**src/rtl/mcsr_pkg.sv**
```systemverilog
package mcsr_pkg;
  typedef enum logic [1:0] {OP_NONE = 2'd0, OP_WRITE = 2'd1, OP_SET = 2'd2, OP_CLEAR = 2'd3} csr_op_e;

  localparam logic [11:0] A_MSTATUS  = 12'h300;
  localparam logic [11:0] A_MISA     = 12'h301;
  localparam logic [11:0] A_MIE      = 12'h304;
  localparam logic [11:0] A_MTVEC    = 12'h305;
  localparam logic [11:0] A_MSCRATCH = 12'h340;
  localparam logic [11:0] A_MEPC     = 12'h341;
  localparam logic [11:0] A_MCAUSE   = 12'h342;
  localparam logic [11:0] A_MTVAL    = 12'h343;
  localparam logic [11:0] A_MIP      = 12'h344;
  localparam logic [11:0] A_CYCLE    = 12'hC00;
  localparam logic [11:0] A_CYCLEH   = 12'hC80;
  localparam logic [11:0] A_MHARTID  = 12'hF14;

  localparam logic [31:0] MISA_VAL = 32'h4000_0100;

  localparam int CODE_W = 5;
  localparam logic [CODE_W-1:0] C_IRQ_SW  = 5'd3;
  localparam logic [CODE_W-1:0] C_IRQ_TMR = 5'd7;
  localparam logic [CODE_W-1:0] C_IRQ_EXT = 5'd11;
  localparam logic [CODE_W-1:0] C_ECALL   = 5'd11;
  localparam logic [CODE_W-1:0] C_BREAK   = 5'd3;

  // read-modify-write of one CSR
  function automatic logic [31:0] csr_apply(input logic [31:0] old, input csr_op_e op,
                                            input logic [31:0] opnd);
    case (op)
      OP_WRITE: csr_apply = opnd;
      OP_SET:   csr_apply = old | opnd;
      OP_CLEAR: csr_apply = old & ~opnd;
      default:  csr_apply = old;
    endcase
  endfunction

  // trap destination from mtvec
  function automatic logic [31:0] trap_dest(input logic [31:0] tvec, input logic is_irq,
                                            input logic [CODE_W-1:0] code);
    logic [31:0] base;
    base = {tvec[31:2], 2'b00};
    if (is_irq && tvec[0]) trap_dest = base + {25'd0, code, 2'b00};
    else                   trap_dest = base;
  endfunction
endpackage

```
**src/rtl/mcsr_cycle_ctr.sv**
```systemverilog
module mcsr_cycle_ctr #(
  parameter int          W    = 64,
  parameter logic [W-1:0] INIT = '0
) (
  input  logic         clk,
  input  logic         rst_n,
  output logic [W-1:0] count
);
  logic [W-1:0] cnt_q;

  always_ff @(posedge clk or negedge rst_n) begin
    if (!rst_n) cnt_q <= INIT;
    else        cnt_q <= cnt_q + W'(1);
  end

  assign count = cnt_q;


  cycle_step_chk: assert property (@(posedge clk) disable iff (!rst_n)
    1'b1 |=> cnt_q == $past(cnt_q) + W'(1));
endmodule

```
**src/rtl/mcsr_irq_arb.sv**
```systemverilog
module mcsr_irq_arb
  import mcsr_pkg::*;
(
  input  logic              gie,
  input  logic [2:0]        req,     // {ext, tmr, sw}
  input  logic [2:0]        en,
  output logic              any,
  output logic [CODE_W-1:0] code
);
  logic [2:0] live;
  logic [2:0] grant;

  assign live = gie ? (req & en) : 3'b000;

  always_comb begin
    grant = 3'b000;
    code  = '0;
    if (live[2]) begin
      grant = 3'b100; code = C_IRQ_EXT;
    end else if (live[0]) begin
      grant = 3'b001; code = C_IRQ_SW;
    end else if (live[1]) begin
      grant = 3'b010; code = C_IRQ_TMR;
    end
  end

  assign any = |grant;


  grant_onehot_chk: assert final ($onehot0(grant));

  grant_enabled_chk: assert final ((grant & ~(req & en)) == 3'b000 && (gie || grant == 3'b000));
endmodule

```
**src/rtl/mcsr_trap_unit.sv**
```systemverilog
module mcsr_trap_unit
  import mcsr_pkg::*;
#(
  parameter logic [31:0] HART_ID    = 32'd0,
  parameter logic [63:0] CYCLE_INIT = 64'd0
) (
  input  logic        clk,
  input  logic        rst_n,
  input  logic        csr_en,
  input  logic [1:0]  csr_op,
  input  logic [11:0] csr_addr,
  input  logic [31:0] csr_wdata,
  output logic [31:0] csr_rdata,
  output logic        csr_illegal,
  input  logic        ecall,
  input  logic        ebreak,
  input  logic [31:0] pc_in,
  input  logic        mret,
  input  logic        irq_sw,
  input  logic        irq_tmr,
  input  logic        irq_ext,
  output logic        trap_taken,
  output logic        redirect_valid,
  output logic [31:0] redirect_pc,
  output logic [31:0] cycle_lo,
  output logic [31:0] cycle_hi
);
  localparam int CNT_W = 64;

  logic        st_mie_q, st_mpie_q;
  logic [2:0]  ie_q;            // {ext, tmr, sw}
  logic [31:0] mtvec_q, mscratch_q, mepc_q, mcause_q, mtval_q;
  logic [CNT_W-1:0] cyc;

  csr_op_e     op_e;
  logic        hit, wr_en, writable;
  logic [31:0] rd_raw, wval;
  logic        irq_any, exc_take;
  logic [CODE_W-1:0] irq_code;
  logic [31:0] cause_val, tgt;

  mcsr_cycle_ctr #(.W(CNT_W), .INIT(CYCLE_INIT)) u_ctr (
    .clk(clk), .rst_n(rst_n), .count(cyc));

  mcsr_irq_arb u_arb (
    .gie(st_mie_q), .req({irq_ext, irq_tmr, irq_sw}), .en(ie_q),
    .any(irq_any), .code(irq_code));

  assign op_e = csr_op_e'(csr_op);

  // read mux and decode
  always_comb begin
    hit      = 1'b1;
    writable = 1'b1;
    rd_raw   = '0;
    case (csr_addr)
      A_MSTATUS:  rd_raw = {19'd0, 2'b11, 3'd0, st_mpie_q, 3'd0, st_mie_q, 3'd0};
      A_MISA:     begin rd_raw = MISA_VAL; writable = 1'b0; end
      A_MIE:      rd_raw = {20'd0, ie_q[2], 3'd0, ie_q[1], 3'd0, ie_q[0], 3'd0};
      A_MTVEC:    rd_raw = mtvec_q;
      A_MSCRATCH: rd_raw = mscratch_q;
      A_MEPC:     rd_raw = mepc_q;
      A_MCAUSE:   rd_raw = mcause_q;
      A_MTVAL:    rd_raw = mtval_q;
      A_MIP:      begin rd_raw = {20'd0, irq_ext, 3'd0, irq_tmr, 3'd0, irq_sw, 3'd0}; writable = 1'b0; end
      A_CYCLE:    begin rd_raw = cyc[31:0];  writable = 1'b0; end
      A_CYCLEH:   begin rd_raw = cyc[63:32]; writable = 1'b0; end
      A_MHARTID:  begin rd_raw = HART_ID; writable = 1'b0; end
      default:    begin hit = 1'b0; writable = 1'b0; end
    endcase
  end

  assign csr_rdata   = csr_en ? rd_raw : '0;
  assign csr_illegal = csr_en & ~hit;
  assign wval        = csr_apply(rd_raw, op_e, csr_wdata);

  // trap decision
  assign exc_take   = ecall | ebreak;
  assign trap_taken = irq_any | exc_take;
  assign cause_val  = irq_any ? {1'b1, 26'd0, irq_code} :
                      {27'd0, (ecall ? C_ECALL : C_BREAK)};
  assign tgt        = trap_dest(mtvec_q, irq_any, irq_code);
  assign wr_en      = csr_en && (op_e != OP_NONE) && writable && !trap_taken;

  assign redirect_valid = trap_taken | mret;
  assign redirect_pc    = trap_taken ? tgt : mepc_q;
  assign cycle_lo       = cyc[31:0];
  assign cycle_hi       = cyc[63:32];

  always_ff @(posedge clk or negedge rst_n) begin
    if (!rst_n) begin
      st_mie_q   <= 1'b0;
      st_mpie_q  <= 1'b1;
      ie_q       <= '0;
      mtvec_q    <= '0;
      mscratch_q <= '0;
      mepc_q     <= '0;
      mcause_q   <= '0;
      mtval_q    <= '0;
    end else if (trap_taken) begin
      st_mpie_q <= st_mie_q;
      st_mie_q  <= 1'b0;
      mepc_q    <= pc_in & ~32'h3;
      mcause_q  <= cause_val;
      mtval_q   <= '0;
    end else begin
      if (wr_en) begin
        case (csr_addr)
          A_MSTATUS:  begin st_mie_q <= wval[3]; st_mpie_q <= wval[7]; end
          A_MIE:      ie_q <= {wval[11], wval[7], wval[3]};
          A_MTVEC:    mtvec_q <= {wval[31:2], 1'b0, wval[0]};
          A_MSCRATCH: mscratch_q <= wval;
          A_MEPC:     mepc_q <= {wval[31:2], 2'b00};
          A_MCAUSE:   mcause_q <= wval;
          A_MTVAL:    mtval_q <= wval;
          default:    ;
        endcase
      end
      if (mret) begin
        st_mie_q  <= st_mpie_q;
        st_mpie_q <= 1'b1;
      end
    end
  end


  trap_clears_mie_chk: assert property (@(posedge clk) disable iff (!rst_n)
    trap_taken |=> !st_mie_q && st_mpie_q == $past(st_mie_q));

  trap_saves_pc_chk: assert property (@(posedge clk) disable iff (!rst_n)
    trap_taken |=> mepc_q == ($past(pc_in) & ~32'h3));

  mret_restore_chk: assert property (@(posedge clk) disable iff (!rst_n)
    (mret && !trap_taken) |=> st_mpie_q && st_mie_q == $past(st_mpie_q));

  trap_blocks_write_chk: assert property (@(posedge clk) disable iff (!rst_n)
    trap_taken |=> $stable(mscratch_q) && $stable(mtvec_q) && $stable(ie_q));
endmodule

```
**config.mk**
```make
export PLATFORM = sky130hd
export DESIGN_NAME = mcsr_trap_unit
export DESIGN_NICKNAME = d
export VERILOG_FILES = /design/src/rtl/mcsr_pkg.sv /design/src/rtl/mcsr_cycle_ctr.sv /design/src/rtl/mcsr_irq_arb.sv /design/src/rtl/mcsr_trap_unit.sv
export SDC_FILE = /design/constraint.sdc
export NUM_CORES = 1
export LEC_CHECK = 0
export BUFFER_PORTS_ARGS = -buffer_cell sky130_fd_sc_hd__buf_2
export CORE_ASPECT_RATIO = 1.75
export CORE_MARGIN = 10
export CORE_UTILIZATION = 52
export DETAILED_ROUTE_END_ITERATION = 16
export PLACE_DENSITY = 0.75
export SYNTH_ARGS = -nofsm -noshare
export SYNTH_HDL_FRONTEND = slang
export SYNTH_SLANG_ARGS = --single-unit
```
**constraint.sdc**
```tcl
create_clock -name clk -period 2.8 [get_ports clk]
set_input_delay 0.14 -clock clk [delete_from_list [all_inputs] [get_ports clk]]
set_output_delay 0.14 -clock clk [all_outputs]
set_load 0.01 [all_outputs]
```
* Yosys cells after proc, flatten, opt, wreduce, memory -nomap -nowiden
Index checks and enable logic that the tools add are counted.
** Word-level totals
- Bits in registers :: 228
- Latch bits :: 0
- Memory bits (writable) :: 0
- ROM bits :: 0
- Input port bits :: 87
- Output and inout port bits :: 131
- Word-level logic and storage cells :: 91
- Memories :: 0
** Cells by class
- $add $sub $neg :: 2
- Multiply operators :: 0
- Div/mod/pow operators :: 0
- Magnitude comparators :: 0
- Equality and inequality tests :: 15
- Shifts and indexed selects :: 0
- Mux-type cells :: 33
- Bitwise operators :: 10
- Reductions and logical operators :: 22
** Operators with widths (count)
- $mux W32 :: 13
- $pmux W32 S11 :: 1
- $eq A12 B10 Y1 const B :: 9
- $pmux W32 S3 :: 1
- $add A64 B1 Y64 const B :: 1
- $eq A12 B12 Y1 const B :: 3
- $add A32 B7 Y32 :: 1
- $and A32 B32 Y32 :: 1
- $not A32 Y32 :: 1
- $or A32 B32 Y32 :: 1
- $mux W3 :: 4
- $reduce_or A12 Y1 :: 1
- $mux W1 :: 10
- $mux W5 :: 2
- $reduce_bool A2 Y1 :: 5
- $reduce_and A3 Y1 :: 3
- $reduce_and A2 Y1 :: 4
- $reduce_or A7 Y1 :: 1
- $reduce_bool A3 Y1 :: 2
- $eq A2 B2 Y1 const B :: 2
- $logic_and A1 B1 Y1 :: 4
- $mux W4 :: 1
- $and A3 B3 Y3 :: 1
- $or A1 B1 Y1 :: 3
- 6 further kinds :: 7

* Depth between registers and ports, before layout
- Depth after elaboration :: 12
- Gate-level depth with buffers :: 13
- Gate-level depth less buffers :: 12

* Modules after synthesis
From an unflattened synthesis, not the netlist that was laid out.
** Unflattened totals
- Cell total of the unflattened synthesis :: 1507
- Area total of the unflattened synthesis :: 13626.8 um^2
** Modules (own cells, without submodules)
- mcsr_trap_unit :: instances 1, cells an instance 1225, area an instance 10566.4 um^2, seq. area each 4055.1 um^2
- mcsr_cycle_ctr :: instances 1, cells an instance 273, area an instance 2995.4 um^2, seq. area each 1601.5 um^2
- mcsr_irq_arb :: instances 1, cells an instance 9, area an instance 65.1 um^2, seq. area each 0.0 um^2

* Least setup slack after synthesis
Ideal clock, no wire load.
- Path kind :: register to output
- Start point :: register st_mie_q
- End point :: output redirect_pc[24]
- Data arrival time :: 2.872 ns
- Required time :: 2.660 ns
- Slack :: -0.212 ns
- Stages on the path, launching flop included :: 14
- Buffers on the path :: 1
- Cell sequence :: dfrtp_1 > clkbuf_1 > and3_1 > a21oi_1 > inv_1 > ha_1 > inv_1 > fa_1 > nor2b_1 > o21ai_0 > a211oi_2 > nand4_1 > xor2_1 > o21ai_0
** Between the ends
- Longest elaborated chain between the ends :: 8
- Elaborated cells on any way between the ends :: 13
- Those cells by class :: add/sub (1); mux (9); bitwise (1); reduce/logical (2)
** RTL lines
- start: declaration :: line mcsr_trap_unit.sv:30 : logic st_mie_q, st_mpie_q;
- start signal: assignment :: line mcsr_trap_unit.sv:109 : A_MSTATUS: begin st_mie_q <= wval[3]; st_mpie_q <= wval[7]; end
- start signal: assignment :: line mcsr_trap_unit.sv:120 : st_mie_q <= st_mpie_q;
- $mux W3 (*) :: line mcsr_irq_arb.sv:13 : assign live = gie ? (req & en) : 3'b000;
- branches (longest 6 deep; another with $add A32 B7 Y32)
- $mux W32 (*) :: line mcsr_trap_unit.sv:86 : assign redirect_pc = trap_taken ? tgt : mepc_q;
- end: declaration :: line mcsr_trap_unit.sv:24 : output logic [31:0] redirect_pc,
Mark *: on every way between the ends.

* Worst setup path after layout
- Start point :: register st_mie_q
- End point :: output redirect_pc[18]
Same word-level chain as after synthesis.

==> summary.txt <==
Logic synthesis
  • Syn_area_per_cell: 9.15 um2
  • Sequential element share of the synthesized area: 0.442
  • #FFs+latches synth: 226
  • Most used flip-flop cell after synthesis: dfrtp_1
  • Synth Cell Area: 12800 um2
  • Post-Synthesis Cells: 1400
  • Number of synthesized flops with an enable pin: 0
  • Synth Warn #: 0
  • Async SR Flop Fraction: 1.00
  • Yosys cell types: 74

Clocking
  • H-tree depth: 1
  • CTS buffer count: 23
  • CTS Sinks: 226
  • Clock Tree Buf Depth: 3
  • Clk_lat worst skew: 520 ps
  • CTS root buf: clkbuf_16
  • Clk pin slew, worst setup/hold paths: 60 ps
  • CTS tree: done

Global routing
  • Initial antenna violation count: 0
  • Global-route layer with the greatest usage: met2
  • First-pass GRT wire length: around 78000 um
  • M3 GR Usage: 0.0599
  • Total grt overflow: 0
  • Met1 usage: 0.343
  • Vias in the first global route: 13300
  • Tot GR Track Use: 0.309
  • Grt met2 use: 0.527
  • Largest net degree at the start of global routing: 83

Routing
  • Iteration-0 DRC Markers: 1322
  • Via count: 12900
  • Vias per cell: 6.43
  • TritonRoute pass-1 iters: 7
  • Wire length per cell: 25.3 um
  • ANT nets after route: 0
  • # DRC: 0
  • Total wire length: 50900 um

Power and ir drop
  • Tot Pwr: ~7.3 mW
  • Maximum vdd drop: 0.000383 V
  • Net Sw Frac: 0.250
  • Internal Power: 5.49 mW
  • Comb pwr share: 0.105
  • Power per cell area: 456 nW/um2
  • Leak: 7.30 nW
  • Sequential share of power: 0.457
  • Part of the power in the clock network: 0.438
  • Switching pwr: 1.83 mW

STA
  • Tcrit/Tclk final: 1.18
  • Fin. max-slew vios: 0
  • Hold Vio Cnt, Final: 0
  • Setup slack after layout: -503 ps
  • RSZ-0062 raised after global routing: yes
  • Rel. slew slack: 0.263
  • Clock Skews: 17.0 ps
  • Minimum clock period: 3300 ps
  • Fmax: 0.303 GHz
  • Setup-failing EPs final: 28
  • Worst-margin pin slew: 1090 ps

Outcome
  • Failing checks: setup timing
  • Status: finished with violations

Min path
  • Min-delay worst type: input port to flop

Cells and area
  • Fill cell count: 2010
  • Most frequent cells in the layout: nand2_1 (253), dfrtp_1 (225), buf_2 (212), o21ai_0 (130), buf_4 (93)
  • Share of layout cells above drive strength 1: 0.251
  • Ant. Diodes: 0
  • Most common cell after layout, fill and taps aside: nand2_1
  • Fin area: 16100 um2
  • Area Overhead vs Synth: 25.3%
  • Nets@finish: 1774

Critical path
  • Max Fanout on Critical Path: 8
  • Crit end category: primary output
  • Crit path to: redirect_pc[18]
  • RR Startpoint: ie_q[2]$_DFFE_PN0P_
  • Crit path kind: flop to primary output
  • R2R Setup Slk: 150 ps
  • Worst Path Required: between 2000 and 3000 ps
  • R2r worst-path depth: 7
  • Crit path DAT: about 3200 ps
  • R2r endpoint: mepc_q[11]$_DFFE_PN0P_
  • Crit path launch: st_mie_q$_DFFE_PN0P_
  • Startpoint class of the critical path: flop

Place
  • Dpl hpwl: 36400 um
  • Number of port buffers: 213
  • Gpl congestion: about 1
  • Placement Cell Area: 14800 um2

Die
  • Die Span Y: around 230 um
  • Die width: roughly 140 um
  • # rows: 76
  • Core Box Area: 24400 um2
  • Starting Density: 0.524
  • Die footprint: roughly 32000 um2
  • I/O Pins: 218

Flow run
  • Max-cap violations: 0
[metal layers]
metal / vias to the layer above / routed length (um) / part of all wire
met1: 6322 / 17900 / 0.35
met2: 752 / 24800 / 0.49
met5: - / 58 / 0.0011
li1: 5635 / - / -
met3: 203 / 4170 / 0.082
met4: 2 / 3910 / 0.077
[synthesized netlist by cell type (5+ instances only)]
library cell,number,area (um2)
and3_1,16,100
nand2_1,254,953
buf_1,5,18.8
a32o_1,14,140
and2_1,19,119
mux2i_1,29,290
o21ai_1,10,50.1
o221ai_1,17,149
a22o_1,23,201
a21oi_1,34,170
o22ai_1,17,106
nand4_1,33,206
xnor2_1,80,701
nand2b_1,5,31.3
a22oi_1,31,233
nor4_1,9,56.3
o21ai_0,158,791
a221oi_1,19,166
ha_1,5,62.6
nor3_1,9,45.0
nand3_1,37,185
nor2_1,51,191
o21a_1,9,67.6
and4_1,20,175
mux2_2,29,327
nor2b_1,5,31.3
xor2_1,41,359
o22a_1,9,78.8
clkbuf_1,72,270
o31ai_1,6,45.0
inv_1,15,56.3
dfrtp_1,225,5630
buf_2,12,60.1
[registers in the layout, indices dropped and copies added (netlist names)]
name / flops
mtval_q: 32
mcause_q: 32
u_ctr.count: 64
mtvec_q: 31
mepc_q: 30
mscratch_q: 32
st_mpie_q: 1
st_mie_q: 1
ie_q: 3
[how the worst min path moves through the flow]
stage / from / cells past startpoint / to / slack, ps
floorplan: rst_n / 0 / ie_q[0]$_DFFE_PN0P_ / -160
global placement: rst_n / 1 / mepc_q[14]$_DFFE_PN0P_ / 110
detailed placement: rst_n / 1 / mepc_q[14]$_DFFE_PN0P_ / 120
CTS: ecall / 5 / mcause_q[3]$_DFFE_PN0P_ / 90
global route: ecall / 5 / mcause_q[3]$_DFFE_PN0P_ / 120
finish: ecall / 5 / mcause_q[3]$_DFFE_PN0P_ / 100
[cells by family (layout without fill, tap and decap cells)]
group	after synthesis	after routing	synth area share
muxes	58	58	0.0481
AOI/OAI and AO/OA	384	384	0.197
adders and majority gates	6	6	0.00645
other	1	2	0.000293
DFF	226	226	0.442
and+or+nand+nor	493	493	0.187
buffers and inverters	111	406	0.0360
xor gates and xnor gates	121	121	0.0827
[critical path, stage by stage (launching register included)]
cell and delay [ps]:
dfrtp_1 400, and3_4 200, buf_4 140, a21boi_1 120
buf_4 150, ha_4 280, nor2b_4 170, o21ai_4 80
a211oi_4 310, buf_6 210, nand3_2 90, xor2_1 150
o21ai_1 160, buf_2 180
[through the flow]
stage	hold slack [ps]	util	cells	TNS, ps	worst slack [ps]
final	102	0.657	2008	-10170	-503
after global routing	117	0.657	2008	-13930	-624
after CTS	85.1	0.655	2005	-8350	-495
after detailed placement	118	0.604	1932	-1280	-127
after global placement	110	0.604	1932	-498	-86.7
after floorplan	-156	-	1401	0	6.51
[power by group through the flow]
stage	clock network, mW	logic [mW]	registers, mW
floorplan	0	0.374	3.39
global placement	0	0.703	3.40
detailed placement	0	0.713	3.40
CTS	3.22	0.753	3.34
global route	3.35	0.820	3.34
finish	3.21	0.767	3.34
[area by class of cell]
cell class	count	area [um2]	area share
inverter	16	60.1	0.00374
clock inverter	11	136	0.00849
sequential	226	5660	0.352
tap	312	390	0.0243
timing repair buffer	350	2300	0.143
clock buffer	29	638	0.0397
multi-input combinational	1064	6870	0.428
[timing repair]
item	4_1_cts	5_1_grt
buffers inserted	2	5
endpoints found under the setup margin	30	28
endpoints found under the hold margin	89	0
pin swaps	14	24
hold buffers	32	0
resized for setup	43	13
(Power assumes the default switching activity.)
